### config.mk
export PLATFORM = sky130hd
export DESIGN_NAME = idx_remap_unit
export DESIGN_NICKNAME = d
export VERILOG_FILES = /design/src/rtl/idx_remap_pkg.sv /design/src/rtl/idx_remap_cfg.sv /design/src/rtl/idx_remap_addr.sv /design/src/rtl/idx_remap_unit.sv
export SDC_FILE = /design/constraint.sdc
export NUM_CORES = 1
export LEC_CHECK = 0
export ABC_AREA = 1
export CAP_MARGIN = 20
export CELL_PAD_IN_SITES_DETAIL_PLACEMENT = 1
export CELL_PAD_IN_SITES_GLOBAL_PLACEMENT = 1
export CORE_MARGIN = 3
export CORE_UTILIZATION = 45
export CTS_CLUSTER_SIZE = 8
export DETAILED_ROUTE_END_ITERATION = 8
export DONT_BUFFER_PORTS = 1
export PLACE_DENSITY_LB_ADDON = 0.1
export SETUP_SLACK_MARGIN = 0.15
export SYNTH_ARGS = -nofsm -noshare
export SYNTH_HDL_FRONTEND = slang
export SYNTH_SLANG_ARGS = --single-unit
### constraint.sdc
create_clock -name clk -period 10.6 [get_ports clk]
set_input_delay 0 -clock clk [delete_from_list [all_inputs] [get_ports clk]]
set_output_delay 0 -clock clk [all_outputs]
set_load 0.02 [all_outputs]
### src/rtl/idx_remap_pkg.sv
package idx_remap_pkg;
  localparam int unsigned NOPND  = 5;
  localparam int unsigned OPND_W = 3;

  typedef enum logic [1:0] {
    ST_IDLE,
    ST_READ,
    ST_WAIT,
    ST_DONE
  } rmp_state_t;

  // number of set bits of m strictly below position k
  function automatic int unsigned ones_below(logic [NOPND-1:0] m, int unsigned k);
    int unsigned cnt;
    cnt = 0;
    for (int unsigned j = 0; j < NOPND; j++) begin
      if (j < k && m[j]) cnt = cnt + 1;
    end
    return cnt;
  endfunction
endpackage

### src/rtl/idx_remap_cfg.sv
module idx_remap_cfg
  import idx_remap_pkg::*;
#(
  parameter int unsigned REGW   = 5,
  parameter int unsigned STEP_W = 6,
  parameter int unsigned NSLOT  = 4,
  parameter int unsigned SLOT_W = 2
) (
  input  logic                    clk,
  input  logic                    rst_n,
  input  logic                    cfg_valid,
  input  logic [REGW-2:0]         cfg_base,
  input  logic [NOPND-1:0]        cfg_mask,
  input  logic [STEP_W-1:0]       cfg_dim,
  input  logic [STEP_W-1:0]       cfg_vl,
  input  logic                    cfg_yx,
  output logic [NOPND-1:0]        mask_q,
  output logic [REGW-1:0]         tbase_q,
  output logic [STEP_W-1:0]       dim_q,
  output logic [STEP_W-1:0]       ydim_q,
  output logic                    yx_q,
  output logic [NOPND*SLOT_W-1:0] slot_sel,
  output logic [NSLOT*REGW-1:0]   slot_base
);
  logic [STEP_W-1:0] dim_d;
  logic [STEP_W-1:0] ydim_d;
  logic [REGW-1:0]   tbase_d;
  int unsigned       used_slots;

  // next-state: zero dimension folds to one, Y derived once here
  always_comb begin
    dim_d   = (cfg_dim == '0) ? STEP_W'(1) : cfg_dim;
    ydim_d  = cfg_vl / dim_d;
    tbase_d = {cfg_base, 1'b0};
  end

  always_ff @(posedge clk or negedge rst_n) begin
    if (!rst_n) begin
      mask_q  <= '0;
      tbase_q <= '0;
      dim_q   <= STEP_W'(1);
      ydim_q  <= '0;
      yx_q    <= 1'b0;
    end else if (cfg_valid) begin
      mask_q  <= cfg_mask;
      tbase_q <= tbase_d;
      dim_q   <= dim_d;
      ydim_q  <= ydim_d;
      yx_q    <= cfg_yx;
    end
  end

  assign used_slots = ones_below(mask_q, NOPND);

  for (genvar k = 0; k < NOPND; k++) begin : g_opnd
    assign slot_sel[k*SLOT_W +: SLOT_W] =
      mask_q[k] ? SLOT_W'(ones_below(mask_q, k)) : '0;
  end

  for (genvar s = 0; s < NSLOT; s++) begin : g_slot
    assign slot_base[s*REGW +: REGW] = (s < used_slots) ? tbase_q : '0;
  end
endmodule

### src/rtl/idx_remap_addr.sv
module idx_remap_addr #(
  parameter int unsigned REGW   = 5,
  parameter int unsigned STEP_W = 6
) (
  input  logic [STEP_W-1:0] step,
  input  logic [STEP_W-1:0] dim,
  input  logic [STEP_W-1:0] ydim,
  input  logic              yx,
  input  logic [REGW-1:0]   tbase,
  output logic [REGW-1:0]   addr
);
  localparam int unsigned PW = 2 * STEP_W;

  logic [STEP_W-1:0] xi;
  logic [STEP_W-1:0] yi;
  logic [PW-1:0]     prod;
  logic [PW-1:0]     entry;
  logic              unused_entry_hi;

  always_comb begin
    xi    = step % dim;
    yi    = step / dim;
    prod  = {{STEP_W{1'b0}}, xi} * {{STEP_W{1'b0}}, ydim};
    entry = yx ? (prod + {{STEP_W{1'b0}}, yi}) : {{STEP_W{1'b0}}, xi};
    addr  = tbase + entry[REGW-1:0];
  end

  assign unused_entry_hi = ^entry[PW-1:REGW];
endmodule

### src/rtl/idx_remap_unit.sv
module idx_remap_unit
  import idx_remap_pkg::*;
#(
  parameter int unsigned REGW   = 5,
  parameter int unsigned STEP_W = 6,
  parameter int unsigned DATA_W = 64,
  parameter int unsigned NSLOT  = 4,
  parameter int unsigned SLOT_W = 2
) (
  input  logic                    clk,
  input  logic                    rst_n,
  input  logic                    cfg_valid,
  input  logic [REGW-2:0]         cfg_base,
  input  logic [NOPND-1:0]        cfg_mask,
  input  logic [STEP_W-1:0]       cfg_dim,
  input  logic [STEP_W-1:0]       cfg_vl,
  input  logic                    cfg_yx,
  output logic [NOPND-1:0]        remap_en,
  output logic [NOPND*SLOT_W-1:0] slot_sel,
  output logic [NSLOT*REGW-1:0]   slot_base,
  input  logic                    req_valid,
  output logic                    req_ready,
  input  logic [OPND_W-1:0]       req_opnd,
  input  logic [STEP_W-1:0]       req_step,
  input  logic [REGW-1:0]         req_base,
  output logic                    rd_valid,
  input  logic                    rd_ready,
  output logic [REGW-1:0]         rd_addr,
  input  logic                    rd_rvalid,
  input  logic [DATA_W-1:0]       rd_rdata,
  output logic                    out_valid,
  output logic [REGW-1:0]         out_reg
);
  logic [NOPND-1:0]  mask_q;
  logic [REGW-1:0]   tbase_q;
  logic [STEP_W-1:0] dim_q;
  logic [STEP_W-1:0] ydim_q;
  logic              yx_q;

  rmp_state_t        st_q, st_d;
  logic [STEP_W-1:0] step_q;
  logic [REGW-1:0]   base_q;
  logic [REGW-1:0]   res_q, res_d;
  logic              opnd_en;
  logic              acc_en;
  logic              res_en;
  logic              unused_rdata_hi;

  idx_remap_cfg #(
    .REGW(REGW), .STEP_W(STEP_W), .NSLOT(NSLOT), .SLOT_W(SLOT_W)
  ) u_cfg (
    .clk       (clk),
    .rst_n     (rst_n),
    .cfg_valid (cfg_valid),
    .cfg_base  (cfg_base),
    .cfg_mask  (cfg_mask),
    .cfg_dim   (cfg_dim),
    .cfg_vl    (cfg_vl),
    .cfg_yx    (cfg_yx),
    .mask_q    (mask_q),
    .tbase_q   (tbase_q),
    .dim_q     (dim_q),
    .ydim_q    (ydim_q),
    .yx_q      (yx_q),
    .slot_sel  (slot_sel),
    .slot_base (slot_base)
  );

  idx_remap_addr #(.REGW(REGW), .STEP_W(STEP_W)) u_addr (
    .step  (step_q),
    .dim   (dim_q),
    .ydim  (ydim_q),
    .yx    (yx_q),
    .tbase (tbase_q),
    .addr  (rd_addr)
  );

  // next-state and enables
  always_comb begin
    opnd_en = (32'(req_opnd) < NOPND) ? mask_q[req_opnd] : 1'b0;
    acc_en  = req_valid && (st_q == ST_IDLE);
    res_en  = (acc_en && !opnd_en) || ((st_q == ST_WAIT) && rd_rvalid);
    res_d   = (st_q == ST_WAIT) ? (base_q + rd_rdata[REGW-1:0])
                                : (req_base + req_step[REGW-1:0]);
    st_d    = st_q;
    case (st_q)
      ST_IDLE: if (req_valid) st_d = opnd_en ? ST_READ : ST_DONE;
      ST_READ: if (rd_ready)  st_d = ST_WAIT;
      ST_WAIT: if (rd_rvalid) st_d = ST_DONE;
      ST_DONE: st_d = ST_IDLE;
      default: st_d = ST_IDLE;
    endcase
  end

  always_ff @(posedge clk or negedge rst_n) begin
    if (!rst_n) st_q <= ST_IDLE;
    else        st_q <= st_d;
  end

  always_ff @(posedge clk or negedge rst_n) begin
    if (!rst_n) begin
      step_q <= '0;
      base_q <= '0;
    end else if (acc_en) begin
      step_q <= req_step;
      base_q <= req_base;
    end
  end

  always_ff @(posedge clk or negedge rst_n) begin
    if (!rst_n)      res_q <= '0;
    else if (res_en) res_q <= res_d;
  end

  assign remap_en        = mask_q;
  assign req_ready       = (st_q == ST_IDLE);
  assign rd_valid        = (st_q == ST_READ);
  assign out_valid       = (st_q == ST_DONE);
  assign out_reg         = res_q;
  assign unused_rdata_hi = ^rd_rdata[DATA_W-1:REGW];
endmodule

======== Yosys cells after proc, flatten, opt, wreduce, memory -nomap -nowiden ========
Index checks and enable logic that the tools add are counted.
storage, ports and cells
  output and inout port bits .............. 48
  memories ................................ 0
  bits of input ports ..................... 106
  register bits after elaboration ......... 40
  ROM bits ................................ 0
  RAM bits ................................ 0
  word-level logic and storage cells ...... 65
  latch bits .............................. 0
cells by class
  equality and inequality tests ........... 6
  bitwise operators ....................... 0
  shifts and indexed selects .............. 0
  multiplexer cells ....................... 24
  add/sub/neg operators ................... 8
  multipliers ............................. 1
  $lt $le $gt $ge ......................... 6
  div/mod/pow operators ................... 3
  reductions and logical operators ........ 8
operators by type and width
  kind                                                                  count
  32-bit two-way mux                                                    4
  32-bit by 1-bit adder with 32-bit output, second input constant       3
  1-bit by 32-bit < comparator with 1-bit output, first input constant  2
  2-bit by 32-bit < comparator with 1-bit output, first input constant  2
  5-bit two-way mux                                                     6
  5-bit adder                                                           4
  2-bit two-way mux                                                     7
  6-bit by 6-bit divider with 6-bit output                              2
  2-bit case mux with 4 select lines                                    1
  6-bit logical NOT                                                     1
  6-bit by 6-bit remainder unit with 6-bit output                       1
  6-bit by 6-bit multiplier with 5-bit output                           1
  6-bit two-way mux                                                     1
  2-bit == test, second input constant                                  2
  3-bit by 4-bit < comparator with 1-bit output, second input constant  1
  1-bit two-way mux                                                     4
  2-bit inequality test, second input constant                          2
  1-bit binary-select mux with 3-bit select                             1
  1-bit logical AND                                                     3
  3-bit < comparator, second input constant                             1
  3-bit AND reduction                                                   1
  1-bit by 1-bit adder with 2-bit output, second input constant         1
  2-bit by 1-bit == test with 1-bit output, second input constant       1
  2-bit logical NOT                                                     1
  3 further kinds                                                       3

======== Depth between registers and ports, before layout ========
Gate-level depths: netlist of run 1.
  word-level depth ........................ 11
  gate-level depth with buffers ........... 67
  gate-level depth less buffers ........... 67

======== Hierarchy ========
A second synthesis of run 1 with hierarchy kept.
unflattened totals
  cell total of the unflattened synthesis .. 768
  area, all modules ....................... 5333.9 µm²
modules (own cells, without submodules)
  module          times used  cells an instance  seq. area each (µm²)  area an instance (µm²)
  idx_remap_cfg   1           317                551.8                 2162.1
  idx_remap_addr  1           288                0.0                   1930.6
  idx_remap_unit  1           163                450.4                 1241.2

======== Worst setup path before layout of run 1 ========
OpenSTA, ideal clock, no wires.
  path kind ............................... register -> output
  start point ............................. register u_cfg.dim_q[0]
  end point ............................... output rd_addr[4]
  buffers on the path ..................... 0
  cell stages (with the launch flop) ...... 58
  setup slack ............................. 1.847 ns
  data required time ...................... 10.600 ns
  arrival ................................. 8.753 ns
  cell sequence ........................... dfstp_2 -> inv_1 -> ha_1 -> a31oi_1 -> a31o_2 -> inv_2 -> ha_1 -> inv_1 -> o21bai_1 -> nand3_1 -> nand2_2 -> inv_1 -> ha_1 -> nand2_2 -> nand3b_1 -> nand2_1 -> nand3_2 -> nand2_2 -> [22 not listed] -> nand2_1 -> nand2_1 -> inv_1 -> nand2_1 -> fa_1 -> inv_1 -> ha_1 -> fa_1 -> fa_1 -> nand2_1 -> nand2_1 -> ha_1 -> a21oi_1 -> nand2_1 -> xor2_1 -> inv_1 -> nand3_1 -> nand2_1
between the ends
  word-level cells in the longest chain between the ends .. 5
  elaborated cells on any way between the ends .. 6
  those cells by class .................... add/sub: 2; mul: 1; div: 2; mux: 1
ends and longest elaborated chain
  what                                             RTL line              source
  start, declared                                  idx_remap_cfg.sv:19   output logic [STEP_W-1:0] dim_q,
  start signal, assigned                           idx_remap_cfg.sv:47   dim_q <= dim_d;
  6-bit by 6-bit remainder unit with 6-bit output  idx_remap_addr.sv:21  xi = step % dim;
  6-bit by 6-bit multiplier with 5-bit output      idx_remap_addr.sv:23  prod = {{STEP_W{1'b0}}, xi} * {{STEP_W{1'b0}}, ydim};
  5-bit adder                                      idx_remap_addr.sv:24  entry = yx ? (prod + {{STEP_W{1'b0}}, yi}) : {{STEP_W{1'b0}}, xi};
  5-bit two-way mux *                              idx_remap_addr.sv:24
  5-bit adder *                                    idx_remap_addr.sv:25  addr = tbase + entry[REGW-1:0];
  end, declared                                    idx_remap_unit.sv:28  output logic [REGW-1:0] rd_addr,
Every way passes the cells marked *; elsewhere a longest branch is shown, timed or not.

======== Worst setup path in the final report of run 1 ========
Ends and elaborated chain as after synthesis.

==> flow_summary.ini, run 1 <==
[outcome]
status = finished clean

[clock_tree]
cts_tree = yes
clock_latency_ns = 0.30
cts_sinks = 39
clockBufferDepth = 2
clockRootBuffer = clkbuf_8
clk_pin_slew_ns = 0.08
cts_buffers = 5
h-tree-depth = 2

[yosys]
ys_seq_area_frac = 0.2014
synth_commonest_cells = 166 x nand2_1, 97 x inv_1, 73 x ha_1, 55 x o21ai_0, 48 x nor2_1
syn_area_per_cell_um2 = 7.042
synthCells = 689
synth_top_area_share = 0.1960
async_flop_share = 1.000
synth-seq-cells = 39
synth_most_common_cell = nand2_1
yosys.area.top_type = dfrtp_1
ys_warn_count = 0
synth_area_mm2 = 0.004852
synth_flop_cell = dfrtp_1
synth_edf_count = 0
yosysUniqueCellTypes = 49
yosys-top-cells-area = dfrtp_1 20%, ha_1 19%, nand2_1 13%, inv_1 7.5%, o21ai_0 5.7%

[route]
dr.first_iter.drc_count = 116
viasPerCell = 5.408
drcViolationCount = 0
wl_per_cell_um = 16.50
final_antenna_net_count = 0
wirelength_um = 14210
vias = 4656
first_pass_iters = 4

[final_layout]
drive_gt1_frac = 0.1131
stdcell_area_mm2 = 0.005527
area_delta_synth_final_pct = 13.90
largest_registers = step_q (6), u_cfg.dim_q (6)
final_nets = 912
diodes = 0

[sta]
skew_ns = 0.005082
drv_slew = 0
tightest_slew_ns = 0.7508
min_period_over_period = 0.9264
rsz0062_at_grt = false
worst_slack_ns = 0.7797
timing.final.hold_violations = 0
slew_headroom = 0.4942
setup_viol = 0
clock.fmax_mhz = 101.8
hold_ws_ns = 0.007081
period_needed_ns = 9.820
tns_ns = 0

[global_routing]
grt_pass1_wl_um = 23160
grt_max_degree = 40
grt_antenna_before_repair = 0
grt_use_total = 0.2417
grt_pass1_vias = 4942
gr-total-overflow = 0

[worst_setup_path]
cpMaxStageDelayCell = dfstp_2
crit_required_ns = 10.60
cp-end-kind = output port
crit_family = adder cells
critPathKind = reg2out
cp_num_buf_inv = 12
reg2reg_slack_ns = 8.00
cp-start-kind = flip-flop
slowest_delay_ns = 0.56
worst-path-max-fanout = 8
cp_common_cell = nand2_1
crit_arrival_ns = 9.82

[placement]
place_congestion = 0.8326
placed_area_mm2 = 0.004946
place.detailed.hpwl_um = 11390
io_buffer_count = 0
place_ws_ns = 0.4332

[floorplanning]
fp.dieW_um = 109.8
rows = 37
core_area_mm2 = 0.01042
io_pins = 154
die_h_um = 109.8
start_util = 0.4658
die_area_mm2 = 0.01206

[worst_hold_path]
min_path_type = in2reg

[job]
drv_cap = 0
## stage by stage
stage	std cells	util
floorplan	695	-
global placement	812	0.4748
detailed placement	812	0.4748
CTS	849	0.5157
global route	861	0.5306
finish	861	0.5306
## metal layers
layer | share of wire | track usage | routed length, µm
met1 | 0.42 | 0.2893 | 6019
met2 | 0.51 | 0.4380 | 7191
met3 | 0.049 | 0.04991 | 699
met4 | 0.021 | 0.06055 | 299
met5 | 0 | 0 | 0
## placed cells by master, fill, tap and decap left out, types with 10 or more instances in the layout
cell type / instances
a21oi_1: 20
inv_1: 96
xnor2_1: 13
buf_4: 11
nor2_1: 48
dlygate4sd3_1: 28
xor2_1: 16
nand3_1: 28
ha_1: 71
dfrtp_1: 38
nand2_1: 163
nand3_2: 10
o21ai_0: 54
nand2_2: 19
## timing repair
item                                    CTS  global route
endpoints found under the setup margin    1             2
setup buffers                             0            11
endpoints found under the hold margin    71             0
resized for setup                         1            13
pin swaps                                 0             8
hold buffers                             29             0
## final timing paths
check	from	depth (start not counted)	end
setup / recovery	u_cfg.dim_q[0]$_DFFE_PN1P_	59	rd_addr[4]
hold / removal	rd_ready	3	st_q[0]$_DFFE_PN0P_
setup reg to reg	st_q[0]$_DFFE_PN0P_	6	out_reg[2]$_DFFE_PN0P_
hold reg to reg	base_q[0]$_DFFE_PN0P_	2	base_q[0]$_DFFE_PN0P_
max in group asynchronous	rst_n	2	u_cfg.dim_q[0]$_DFFE_PN1P_
min in group asynchronous	rst_n	2	step_q[5]$_DFFE_PN0P_
## area by class of cell
class,instances,area (µm²)
sequential,39,977.2
clock buffer,6,82.58
timing repair buffer,41,397.9
clock inverter,2,35.03
tap,136,170.2
inverter,107,410.4
fill,1373,4890
multi-input combinational,530,3453
## kinds of logic (layout without fill, tap and decap cells)
| family | count (synthesis) | after routing | synth area share |
|---|---|---|---|
| multiplexers | 1 | 1 | 0.002321 |
| buffers and inverters | 126 | 156 | 0.1031 |
| other | 1 | 7 | 0.0007729 |
| AND/OR/NAND/NOR | 294 | 294 | 0.2757 |
| flip-flops | 39 | 39 | 0.2014 |
| AO/OA/AOI/OAI | 116 | 116 | 0.1372 |
| adder cells (fa/ha/maj) | 82 | 82 | 0.2254 |
| XOR/XNOR | 30 | 30 | 0.05415 |
## worst reg2reg max path, stage by stage (launching register included)
cell and delay [ns]:
dfrtp_1 0.42, inv_1 0.11, ha_1 0.37, nand2_1 0.36, inv_1 0.46, a22o_1 0.41
mux2_2 0.37
Power of run 1 is not shown: default switching activity piles up to over one toggle a cycle in this logic, so the estimate is an artifact.
==> inputs of run 2 (changes only) <==
--- a/config.mk
+++ b/config.mk
@@ -14,6 +14,7 @@
 export CTS_CLUSTER_SIZE = 8
 export DETAILED_ROUTE_END_ITERATION = 8
 export DONT_BUFFER_PORTS = 1
+export GPL_TIMING_DRIVEN = 0
 export PLACE_DENSITY_LB_ADDON = 0.1
 export SETUP_SLACK_MARGIN = 0.15
 export SYNTH_ARGS = -nofsm -noshare
==> run 2 against run 1 <==
Against the previous run:
- global-route usage up 0.63 points
- register-to-register slack improved by 0.45 ns
- maximum frequency decreased by 1.3%
- via count barely moved
- cell count rose by 1.9%
- first-iteration DRC count is 11% higher
- hold slack improved by 0.020 ns
==> flow_summary.ini, run 2 (synthesis gave the netlist of run 1 again) <==
[outcome]
status = finished clean

[floorplanning]
die_area_mm2 = 0.01206
die_h_um = 109.8
core_area_mm2 = 0.01042
fp.dieW_um = 109.8
start_util = 0.4658
rows = 37
io_pins = 154

[final_layout]
area_delta_synth_final_pct = 15.88
final_nets = 928
largest_registers = step_q (6), u_cfg.dim_q (6)
fillers = 1384
mostFrequentLayoutCell = nand2_1
diodes = 0
final_cell_mix = 163 x nand2_1, 96 x inv_1, 68 x ha_1, 54 x o21ai_0, 48 x nor2_1
drive_gt1_frac = 0.1242

[route]
viasPerCell = 5.306
m1WireLength_um = 6294
maxUsedRoutingLayer = met4
drcViolationCount = 0
final_antenna_net_count = 0
dr.first_iter.drc_count = 129
dr_wl_met3_um = 641
vias = 4653
first_pass_iters = 4
wl_met2_um = 7351
wirelength_um = 14590
wl_per_cell_um = 16.63

[sta]
period_needed_ns = 9.945
setup_viol = 0
skew_ns = 0.002562
tightest_slew_ns = 0.8036
drv_slew = 0
hold_ws_ns = 0.02738
clock.fmax_mhz = 100.6
timing.final.hold_violations = 0
slew_headroom = 0.4586
min_period_over_period = 0.9382
worst_slack_ns = 0.6550

[placement]
io_buffer_count = 0
place.detailed.hpwl_um = 11660
place_congestion = 0.8434
place_ws_ns = 0.4644

[worst_setup_path]
cp_num_buf_inv = 12
cp-start-kind = flip-flop
worst-path-max-fanout = 7
reg2reg_to = out_reg[2]$_DFFE_PN0P_
cpMaxStageDelayCell = dfstp_2
r2r-start = st_q[1]$_DFFE_PN0P_
reg2reg_slack_ns = 8.45
crit_required_ns = 10.60
slowest_delay_ns = 0.58
cp_common_cell = nand2_1
crit_arrival_ns = 9.95
crit_family = adder cells
critPathKind = reg2out
startpoint = u_cfg.dim_q[0]$_DFFE_PN1P_
worstRegToRegCells = 7
cp-end-kind = output port

[clock_tree]
cts_tree = yes
cts_buffers = 5
cts_sinks = 39
h-tree-depth = 2
clockBufferDepth = 2
clk_pin_slew_ns = 0.08
clockRootBuffer = clkbuf_8
clock_latency_ns = 0.30

[worst_hold_path]
whs_endpoint = out_reg[4]$_DFFE_PN0P_
min_path_type = in2reg
hold_start = rd_rdata[4]
hold_depth = 3

[global_routing]
grt_pass1_wl_um = 23700
grt_antenna_before_repair = 0
grt_use_total = 0.2480
grt_max_degree = 40
grt_pass1_vias = 4919
gr-total-overflow = 0

[job]
drv_cap = 0
## run 2: worst min-delay path, cell delays in order
cell and delay, ns:
xnor2_1 0.05, o21ai_0 0.15, a31oi_1 0.08
## run 2: metrics by stage
stage	util	setup TNS (ns)	instance area, µm²	cells
finish	0.5398	0	5623	877
global route	0.5398	-0.0006199	5623	877
CTS	0.5242	0	5460	867
detailed placement	0.4843	0	5045	831
global placement	0.4843	0	5045	831
floorplan	-	0	4875	695
## run 2: cell type report
cell class / instances / area (µm²) / share of cell area
multi-input cells: 530 / 3483 / 0.6195
clock buffers: 6 / 82.58 / 0.01469
repair buffers: 38 / 365.4 / 0.06498
plain buffers: 19 / 98.84 / 0.01758
flip-flops and latches: 39 / 977.2 / 0.1738
well taps: 136 / 170.2 / 0.03026
clock inverters: 2 / 35.03 / 0.006231
inverters: 107 / 410.4 / 0.07299
## run 2: worst max-delay path by stage
stage,endpoint,depth (start not counted)
6_report,rd_addr[4],59
5_1_grt,rd_addr[4],60
4_1_cts,rd_addr[4],61
3_5_place_dp,rd_addr[4],61
3_3_place_gp,rd_addr[4],59
2_1_floorplan,rd_addr[4],57
## run 2: layer usage
layer | global-route usage | vias to the layer above
met5 | 0 | -
met4 | 0.07302 | 0
met3 | 0.05344 | 22
met2 | 0.4337 | 101
met1 | 0.3043 | 2224
li1 | - | 2306
## run 2: repair_timing
action / 4_1_cts / 5_1_grt
setup endpoints to repair: 1 / 2
buffers inserted: 0 / 10
pin swaps: 0 / 5
hold buffers: 28 / 0
resized for setup: 1 / 17
endpoints found under the hold margin: 66 / 0
Power of run 2 is left out for the same reason.
